`src/rtl/useq_pkg.sv`:
```
package useq_pkg;
  localparam int unsigned CS_AW = 6;
  localparam int unsigned OP_W  = 4;
  localparam int unsigned MD_W  = 2;

  typedef logic [CS_AW-1:0] cs_addr_t;
  typedef logic [OP_W-1:0]  opc_t;
  typedef logic [MD_W-1:0]  amode_t;

  typedef enum logic [1:0] {
    NT_DIRECT = 2'b00,
    NT_COND   = 2'b01,
    NT_IDISP  = 2'b10,
    NT_SDISP  = 2'b11
  } nxt_type_e;

  // register-form opcodes
  localparam opc_t OPC_BZ   = 4'd0;
  localparam opc_t OPC_LR   = 4'd1;
  localparam opc_t OPC_STR  = 4'd2;
  localparam opc_t OPC_AR   = 4'd3;
  localparam opc_t OPC_SR   = 4'd4;
  localparam opc_t OPC_NR   = 4'd5;
  localparam opc_t OPC_POP  = 4'd6;
  localparam opc_t OPC_PUSH = 4'd7;
  // memory-operand opcodes
  localparam opc_t OPC_L    = 4'd8;
  localparam opc_t OPC_ST   = 4'd9;
  localparam opc_t OPC_A    = 4'd10;
  localparam opc_t OPC_S    = 4'd11;
  localparam opc_t OPC_N    = 4'd12;
  localparam opc_t OPC_T    = 4'd13;

  localparam amode_t AM_BDI = 2'd0;
  localparam amode_t AM_RI  = 2'd1;

  localparam cs_addr_t CS_FETCH = '0;
  localparam cs_addr_t CS_BDI   = 6'd4;
  localparam cs_addr_t CS_RI    = 6'd8;
  localparam cs_addr_t CS_BZ    = 6'd10;
  localparam cs_addr_t CS_LR    = 6'd12;
  localparam cs_addr_t CS_STR   = 6'd13;
  localparam cs_addr_t CS_ALURR = 6'd14;
  localparam cs_addr_t CS_POP   = 6'd16;
  localparam cs_addr_t CS_PUSH  = 6'd18;
  localparam cs_addr_t CS_LM    = 6'd20;
  localparam cs_addr_t CS_STM   = 6'd22;
  localparam cs_addr_t CS_ALURM = 6'd24;
  localparam cs_addr_t CS_TEST  = 6'd26;
  localparam cs_addr_t CS_TRAP  = '1;

  typedef struct packed {
    logic     hit;
    cs_addr_t addr;
  } disp_t;
endpackage

```
`src/rtl/useq_ib_decoder.sv`:
```
module useq_ib_decoder
  import useq_pkg::*;
(
  input  opc_t   opcode_i,
  input  amode_t amode_i,
  output disp_t  disp_o
);
  always_comb begin
    disp_o = '{hit: 1'b1, addr: CS_TRAP};
    unique case (opcode_i)
      OPC_BZ:                   disp_o.addr = CS_BZ;
      OPC_LR:                   disp_o.addr = CS_LR;
      OPC_STR:                  disp_o.addr = CS_STR;
      OPC_AR, OPC_SR, OPC_NR:   disp_o.addr = CS_ALURR;
      OPC_POP:                  disp_o.addr = CS_POP;
      OPC_PUSH:                 disp_o.addr = CS_PUSH;
      OPC_L, OPC_ST, OPC_A,
      OPC_S, OPC_N, OPC_T: begin
        unique case (amode_i)
          AM_BDI:  disp_o.addr = CS_BDI;
          AM_RI:   disp_o.addr = CS_RI;
          default: disp_o.hit  = 1'b0;
        endcase
      end
      default:                  disp_o.hit = 1'b0;
    endcase
    if (!disp_o.hit) disp_o.addr = CS_TRAP;
  end
endmodule

```
`src/rtl/useq_sb_decoder.sv`:
```
module useq_sb_decoder
  import useq_pkg::*;
(
  input  opc_t  opcode_i,
  output disp_t disp_o
);
  always_comb begin
    disp_o = '{hit: 1'b1, addr: CS_TRAP};
    unique case (opcode_i)
      OPC_L:               disp_o.addr = CS_LM;
      OPC_ST:              disp_o.addr = CS_STM;
      OPC_A, OPC_S, OPC_N: disp_o.addr = CS_ALURM;
      OPC_T:               disp_o.addr = CS_TEST;
      default:             disp_o.hit  = 1'b0;
    endcase
  end
endmodule

```
`src/rtl/useq_next_sel.sv`:
```
module useq_next_sel
  import useq_pkg::*;
(
  input  nxt_type_e nxt_type_i,
  input  cs_addr_t  nxt_addr_i,
  input  logic      zero_i,
  input  disp_t     ib_i,
  input  disp_t     sb_i,
  output cs_addr_t  next_o,
  output logic      illegal_o
);
  always_comb begin
    next_o    = nxt_addr_i;
    illegal_o = 1'b0;
    unique case (nxt_type_i)
      NT_DIRECT: next_o = nxt_addr_i;
      NT_COND:   next_o = zero_i ? nxt_addr_i : nxt_addr_i + 1'b1;
      NT_IDISP: begin
        next_o    = ib_i.addr;
        illegal_o = !ib_i.hit;
      end
      NT_SDISP: begin
        next_o    = sb_i.addr;
        illegal_o = !sb_i.hit;
      end
      default: ;
    endcase
  end
endmodule

```
`src/rtl/useq_sequencer.sv`:
```
module useq_sequencer
  import useq_pkg::*;
(
  input  logic             clk_i,
  input  logic             rst_ni,
  input  logic             ready_i,
  input  logic [1:0]       nxt_type_i,
  input  logic [CS_AW-1:0] nxt_addr_i,
  input  logic [OP_W-1:0]  opcode_i,
  input  logic [MD_W-1:0]  amode_i,
  input  logic             zero_i,
  output logic [CS_AW-1:0] cs_addr_o,
  output logic             illegal_o
);
  disp_t    ib_disp, sb_disp;
  cs_addr_t next_addr;
  logic     next_ill;
  cs_addr_t addr_q;
  logic     ill_q;

  useq_ib_decoder u_ib (
    .opcode_i (opcode_i),
    .amode_i  (amode_i),
    .disp_o   (ib_disp)
  );

  useq_sb_decoder u_sb (
    .opcode_i (opcode_i),
    .disp_o   (sb_disp)
  );

  useq_next_sel u_sel (
    .nxt_type_i (nxt_type_e'(nxt_type_i)),
    .nxt_addr_i (nxt_addr_i),
    .zero_i     (zero_i),
    .ib_i       (ib_disp),
    .sb_i       (sb_disp),
    .next_o     (next_addr),
    .illegal_o  (next_ill)
  );

  always_ff @(posedge clk_i or negedge rst_ni) begin
    if (!rst_ni) begin
      addr_q <= CS_FETCH;
      ill_q  <= 1'b0;
    end else if (ready_i) begin
      addr_q <= next_addr;
      ill_q  <= next_ill;
    end
  end

  assign cs_addr_o = addr_q;
  assign illegal_o = ill_q;
endmodule

```
`config.mk`:
```
export PLATFORM = sky130hd
export DESIGN_NAME = useq_sequencer
export DESIGN_NICKNAME = d
export VERILOG_FILES = /design/src/rtl/useq_pkg.sv /design/src/rtl/useq_ib_decoder.sv /design/src/rtl/useq_sb_decoder.sv /design/src/rtl/useq_next_sel.sv /design/src/rtl/useq_sequencer.sv
export SDC_FILE = /design/constraint.sdc
export NUM_CORES = 1
export LEC_CHECK = 0
export BUFFER_PORTS_ARGS = -buffer_cell sky130_fd_sc_hd__buf_2
export CAP_MARGIN = 20
export CELL_PAD_IN_SITES_DETAIL_PLACEMENT = 1
export CELL_PAD_IN_SITES_GLOBAL_PLACEMENT = 2
export CORE_MARGIN = 5
export CORE_UTILIZATION = 27
export DETAILED_ROUTE_END_ITERATION = 6
export GPL_ROUTABILITY_DRIVEN = 0
export PLACE_DENSITY_LB_ADDON = 0.1
export REMOVE_ABC_BUFFERS = 1
export SYNTH_ARGS = -nofsm -noshare
export SYNTH_HDL_FRONTEND = slang
export SYNTH_SLANG_ARGS = --single-unit
```
`constraint.sdc`:
```
create_clock -name clk_i -period 0.9 [get_ports clk_i]
set_clock_uncertainty 0.1 [all_clocks]
set_input_delay 0 -clock clk_i [delete_from_list [all_inputs] [get_ports clk_i]]
set_output_delay 0 -clock clk_i [all_outputs]
set_load 0.01 [all_outputs]
```
==> results of run 1 <==
Yosys cell counts, drive strengths merged:
cell type,count
o221ai,2
o211ai,1
xor2,3
o2111ai,1
nand2,7
mux2i,3
o221a,1
nor3,1
a21boi,1
nand3,1
or3,2
buf,8
xnor2,1
a21o,1
nand3b,2
a2111oi,1
nand4,1
o31ai,3
o22ai,3
a32oi,1
or2b,1
a21oi,2
nor2b,3
nor2,8
a311oi,2
o21ai,8
a31oi,2
nor3b,1
nand4b,1
and4b,1
and2b,1
dfrtp,7
nand2b,1
inv,8
clkbuf,1
ha,1
o311a,1
cell type report:
| cell class | count | area, sq um | area share |
|---|---|---|---|
| clock buffer | 4 | 26.3 | 0.0227 |
| inverter | 8 | 30.0 | 0.0259 |
| multi-input combinational | 69 | 504 | 0.435 |
| sequential | 7 | 175 | 0.151 |
| tap | 31 | 38.8 | 0.0334 |
| timing repair buffer | 52 | 385 | 0.332 |
what timing repair did:
item	4_1_cts	5_1_grt
hold buffers	1	0
buffers inserted	2	2
endpoints found under the hold margin	8	0
cloned	0	0
pin swaps	7	4
gates resized for setup	14	7
setup endpoints to repair	3	9
power groups by stage:
stage	combinational, mW	clock [mW]	sequential, mW
6_report	0.495	0.299	0.375
5_1_grt	0.550	0.333	0.381
4_1_cts	0.476	0.304	0.373
3_5_place_dp	0.437	0	0.378
3_3_place_gp	0.432	0	0.377
2_1_floorplan	0.147	0	0.397
state kept, by name (all words and copies together), names as in the netlist:
name / cells
illegal_o: 1
cs_addr_o: 6
per-layer routing:
| metal | vias to the layer above | track usage | wire length, um |
|---|---|---|---|
| met5 | - | 0 | 0 |
| met1 | 414 | 0.192 | 1200 |
| met3 | 2 | 0.0234 | 108 |
| li1 | 432 | - | - |
| met4 | 0 | 0.0477 | 18 |
| met2 | 18 | 0.246 | 1310 |
path summary, 6_finish.rpt:
check,startpoint,slack (ns),endpoint
max,nxt_addr_i[0],0.006,cs_addr_o[1]
min,nxt_addr_i[4],-0.004,cs_addr_o[4]
max reg2reg,cs_addr_o[3],0.08,cs_addr_o[3]
min reg2reg,illegal_o,0.42,illegal_o
max in group asynchronous,rst_ni,0.52,cs_addr_o[2]
min in group asynchronous,rst_ni,0.01,cs_addr_o[0]
cell usage in the layout, fill, tap and decap left out, types with 3 or more instances in the layout:
cell type,count
buf_4,23
o31ai_1,3
dfrtp_1,7
buf_2,20
o21ai_0,7
mux2i_1,3
buf_6,6
nor2_1,8
xor2_1,3
inv_1,7
clkbuf_4,3
o22ai_1,3
nand2_1,7
worst max-delay path, stage by stage:
cell,delay [ns]
buf_8,0.10
ha_4,0.22
mux2i_1,0.15
nand2_1,0.12
a311oi_2,0.24
o22ai_1,0.10
per-stage QoR:
stage                     setup TNS, ns  setup WS (ns)  cells  power [mW]
after CTS                             0       0.000196    169        1.15
after detailed placement          -1.70         -0.473    162       0.815
after global routing             -0.164         -0.104    171        1.26
after global placement            -1.55         -0.446    162       0.809
final                                 0        0.00552    171        1.17
after floorplan                  -0.165         -0.106     84       0.545
logic make-up after synthesis:
logic type / share of synthesized area
flops: 0.236
compound gates: 0.295
fa+ha+maj: 0.0169
simple gates: 0.224
mux: 0.0405
buf+inv: 0.140
xor+xnor: 0.0472
==> run_results.csv, run 1 <==
group,metric,value,unit
synthesis,ys_ff_latch,7,
routing,wirelength,2630,um
power_and_ir_drop,ir_drop,0.000628,V
clocking,cts.path.max_buffers,2,
routing,wl_per_cell,15.4,um
sta,hold_viol,1,
worst_setup_path,reg2regPathDepth,2,
clocking,clk_latency,0.25,ns
final_layout,n_antenna_cell,0,
global_routing,grt_pass1_vias,935,
worst_setup_path,required,0.93,ns
die,die_h,62.4,um
synthesis,yosysSeqAreaShare,0.236,
final_layout,nets,160,
job,drv_cap,0,
power_and_ir_drop,power_frac_clock,0.256,
routing,first_pass_iters,4,
min_path,hold_class,"input pin to register",
worst_setup_path,crit_fanout,2,
sta,slew_headroom,0.823,
global_routing,antenna_found_initial,0,
synthesis,netlist_area,742,sq um
placement,hpwlAfterDp,2080,um
die,die-area,0.00390,sq mm
clocking,cts_root_buf,"clkbuf_4",
clocking,clk_pin_slew,0.06,ns
power_and_ir_drop,p_leak,0.538,nW
sta,holdWs,-0.00436,ns
worst_setup_path,arrival,0.93,ns
global_routing,grt_remaining_overflow,0,
die,num_rows,19,
synthesis,synth.area.top_cells,"dfrtp_1 24%, o21ai_0 4.7%, mux2i_1 4.0%",
clocking,h-tree-depth,1,
final_layout,final_cell_area,0.00116,sq mm
synthesis,yosys.area.top_type,"dfrtp_1",
routing,vias,866,
final_layout,area_growth_syn_to_layout,56.3,%
global_routing,grt_max_degree,11,
synthesis,yosys_warnings,0,
routing,ant_nets,0,
clocking,numCtsBuffers,3,
final_layout,fill_cells,347,
power_and_ir_drop,p_comb_frac,0.424,
sta,rsz0062_at_grt,"yes",
power_and_ir_drop,p_sw_frac,0.333,
placement,port_buffers,24,
placement,placed_area,0.00101,sq mm
die,die_x,62.4,um
final_layout,final_util,0.432,
routing,drc_errors,0,
clocking,cts_sinks,7,
sta,max_freq,1120,MHz
power_and_ir_drop,p_sw,389,uW
synthesis,postSynthCellCount,93,
sta,finalSetupViolations,0,
routing,drt_iter0_drc,21,
worst_setup_path,critPathKind,"input pin to register",
final_layout,layout-drive-gt1-share,0.464,
worst_setup_path,worstSetupStartpointType,"input pin",
min_path,whs_path_depth,3,
power_and_ir_drop,pwr-share-seq,0.320,
clocking,cts_tree,"built",
synthesis,synth.distinct_cells,43,
power_and_ir_drop,p_per_area,1010,mW/mm^2
power_and_ir_drop,internal-power,780,uW
synthesis,syn_area_per_cell,7.98,sq um
outcome,violations,"negative hold slack",
global_routing,groute.usage.overall,0.147,
global_routing,grt_pass1_wl,4670,um
sta,period_minus_slack,0.894,ns
worst_setup_path,worstSetupEndpointType,"register",
die,boundaryPins,25,
outcome,status,"finished, violations left",
sta,slew_viol_final,0,
die,initial_core_util,0.276,
synthesis,yosysTopAreaCellShare,0.236,
sta,fin_crit_sh,0.994,
routing,viasPerCell,5.06,
die,core,0.00269,sq mm
sta,tightestPinTransition,0.264,ns
No activity file was read; power rests on OpenSTA's default activity.
==> run 2, diff against run 1 <==
==> constraint.sdc (replaced) <==
create_clock -name clk_i -period 0.9 [get_ports clk_i]
set_clock_uncertainty 0.1 [all_clocks]
set_input_delay 0 -clock clk_i [delete_from_list [all_inputs] [get_ports clk_i]]
set_output_delay 0 -clock clk_i [all_outputs]
set_load 0.005 [all_outputs]
==> run 2 against run 1 <==
Compared with the run above: the flow still finishes with violations (negative hold slack); worst hold slack unchanged; largest power group unchanged; largest cell class unchanged; power is 2.0% lower; global-route usage unchanged; sequential power barely moved; non-clock buffer count did not move; first-iteration DRC count is 14% higher; wire length increased by 0.11%.
==> run_results.csv, run 2 (synthesis gave the netlist of run 1 again) <==
group,metric,value,unit
clocking,cts_tree,"built",
final_layout,layout-drive-gt1-share,0.464,
global_routing,grt_max_degree,11,
worst_setup_path,worstPathBufferInverterCount,1,
sta,slew_headroom,0.823,
worst_setup_path,slowest_delay,0.24,ns
worst_setup_path,worstSetupEndpointType,"register",
worst_setup_path,critical_path.cell_chain,"buf_8, ha_4, mux2i_1, nand2_1, a311oi_2, o22ai_1",
clocking,cts_sinks,7,
clocking,clk_latency,0.25,ns
power_and_ir_drop,p_leak,0.536,nW
worst_setup_path,critPathSlowestCell,"a311oi_2",
worst_setup_path,critPathKind,"input pin to register",
routing,drc_errors,0,
power_and_ir_drop,power_frac_clock,0.261,
worst_setup_path,critPathTopFamily,"compound AO/OA/AOI/OAI gates",
global_routing,antenna_found_initial,0,
job,drv_cap,0,
final_layout,n_antenna_cell,0,
worst_setup_path,worstSetupStartpointType,"input pin",
global_routing,grt_pass1_wl,4670,um
min_path,hold_class,"input pin to register",
routing,vias,866,
power_and_ir_drop,p_sw,373,uW
outcome,violations,"negative hold slack",
power_and_ir_drop,p_per_area,993,mW/mm^2
final_layout,final_common_cell,"buf_4",
sta,hold_viol,1,
worst_setup_path,crit_fanout,2,
routing,wirelength,2640,um
power_and_ir_drop,internal-power,773,uW
sta,holdWs,-0.00436,ns
power_and_ir_drop,p_sw_frac,0.325,
clocking,clk_pin_slew,0.06,ns
die,die_x,62.4,um
final_layout,largest_reg_flops,6,
clocking,h-tree-depth,1,
clocking,cts_root_buf,"clkbuf_4",
routing,drt_iter0_drc,24,
clocking,cts.path.max_buffers,2,
placement,port_buffers,24,
die,die-area,0.00390,sq mm
die,boundaryPins,25,
worst_setup_path,arrival,0.93,ns
final_layout,area_growth_syn_to_layout,55.5,%
clocking,numCtsBuffers,3,
global_routing,groute.usage.overall,0.147,
die,core,0.00269,sq mm
final_layout,final_util,0.429,
placement,hpwlAfterDp,2080,um
sta,tightestPinTransition,0.264,ns
routing,ant_nets,0,
sta,finalSetupViolations,0,
global_routing,grt_remaining_overflow,0,
global_routing,grt_pass1_vias,935,
final_layout,layout_common_cells,"23 x buf_4, 21 x buf_2, 8 x nor2_1",
routing,wl_per_cell,15.4,um
sta,rsz0062_at_grt,"yes",
power_and_ir_drop,pwr-share-seq,0.326,
worst_setup_path,required,0.93,ns
final_layout,nets,160,
sta,max_freq,1120,MHz
sta,fin_crit_sh,0.995,
die,die_h,62.4,um
sta,period_minus_slack,0.896,ns
sta,slew_viol_final,0,
routing,viasPerCell,5.06,
sta,tns,0,ns
outcome,status,"finished, violations left",
die,initial_core_util,0.276,
power_and_ir_drop,ir_drop,0.000582,V
routing,first_pass_iters,4,
power_and_ir_drop,p_comb_frac,0.413,
die,num_rows,19,
==> run 2: cell counts in the layout (fill, tap and decap cells not counted) <==
Identical to the previous run, type by type.
==> run 2: area by class of cell <==
cell class / instances / area, sq um
clock buffer: 4 / 26.3
timing repair buffer: 52 / 379
tap: 31 / 38.8
fill: 347 / 1530
multi-input combinational: 69 / 504
sequential: 7 / 175
inverter: 8 / 30.0
==> run 2: worst register-to-register path, cell delays in order (launching register included) <==
cell and delay, ns:
dfrtp_1 0.37, o21ai_0 0.19, a21oi_2 0.04
==> run 2: power groups by stage <==
stage          registers (mW)  clock network, mW  logic [mW]
2_1_floorplan           0.382                  0       0.147
4_1_cts                 0.373              0.304       0.460
3_5_place_dp            0.378                  0       0.421
6_report                0.373              0.299       0.473
3_3_place_gp            0.377                  0       0.416
5_1_grt                 0.379              0.333       0.528
==> run 2: what timing repair did <==
| action | 4_1_cts | 5_1_grt |
|---|---|---|
| hold buffers | 1 | 0 |
| pin swaps | 7 | 4 |
| hold endpoints to repair | 8 | 0 |
| setup endpoints to repair | 3 | 7 |
| resized for setup | 14 | 6 |
| buffers inserted | 2 | 2 |
==> run 2: routing by layer <==
layer  part of all wire  vias up  routed length (um)  global-route usage
met4             0.0068        0                  18              0.0477
met3              0.041        2                 108              0.0234
met1               0.45      414                1200               0.192
li1                   -      432                   -                   -
met2               0.50       18                1310               0.246
met5                  0        -                   0                   0
==> run 2: worst paths after layout <==
path                          startpoint           end  slack (ns)  depth (start not counted)
setup / recovery           nxt_addr_i[0]  cs_addr_o[1]       0.004                          6
hold reg to reg                illegal_o     illegal_o        0.42                          2
setup reg to reg            cs_addr_o[3]  cs_addr_o[3]        0.08                          2
min in group asynchronous         rst_ni  cs_addr_o[0]        0.01                          2
max in group asynchronous         rst_ni  cs_addr_o[2]        0.52                          2
hold / removal             nxt_addr_i[4]  cs_addr_o[4]      -0.004                          3
==> run 2: through the flow <==
step | instance area (sq um) | std cells | worst slack [ns] | total power [mW]
global route | 1150 | 171 | -0.104 | 1.24
detailed placement | 1010 | 162 | -0.473 | 0.799
floorplan | 668 | 84 | -0.106 | 0.529
CTS | 1120 | 169 | 0.000196 | 1.14
global placement | 1010 | 162 | -0.446 | 0.793
finish | 1150 | 171 | 0.00421 | 1.15
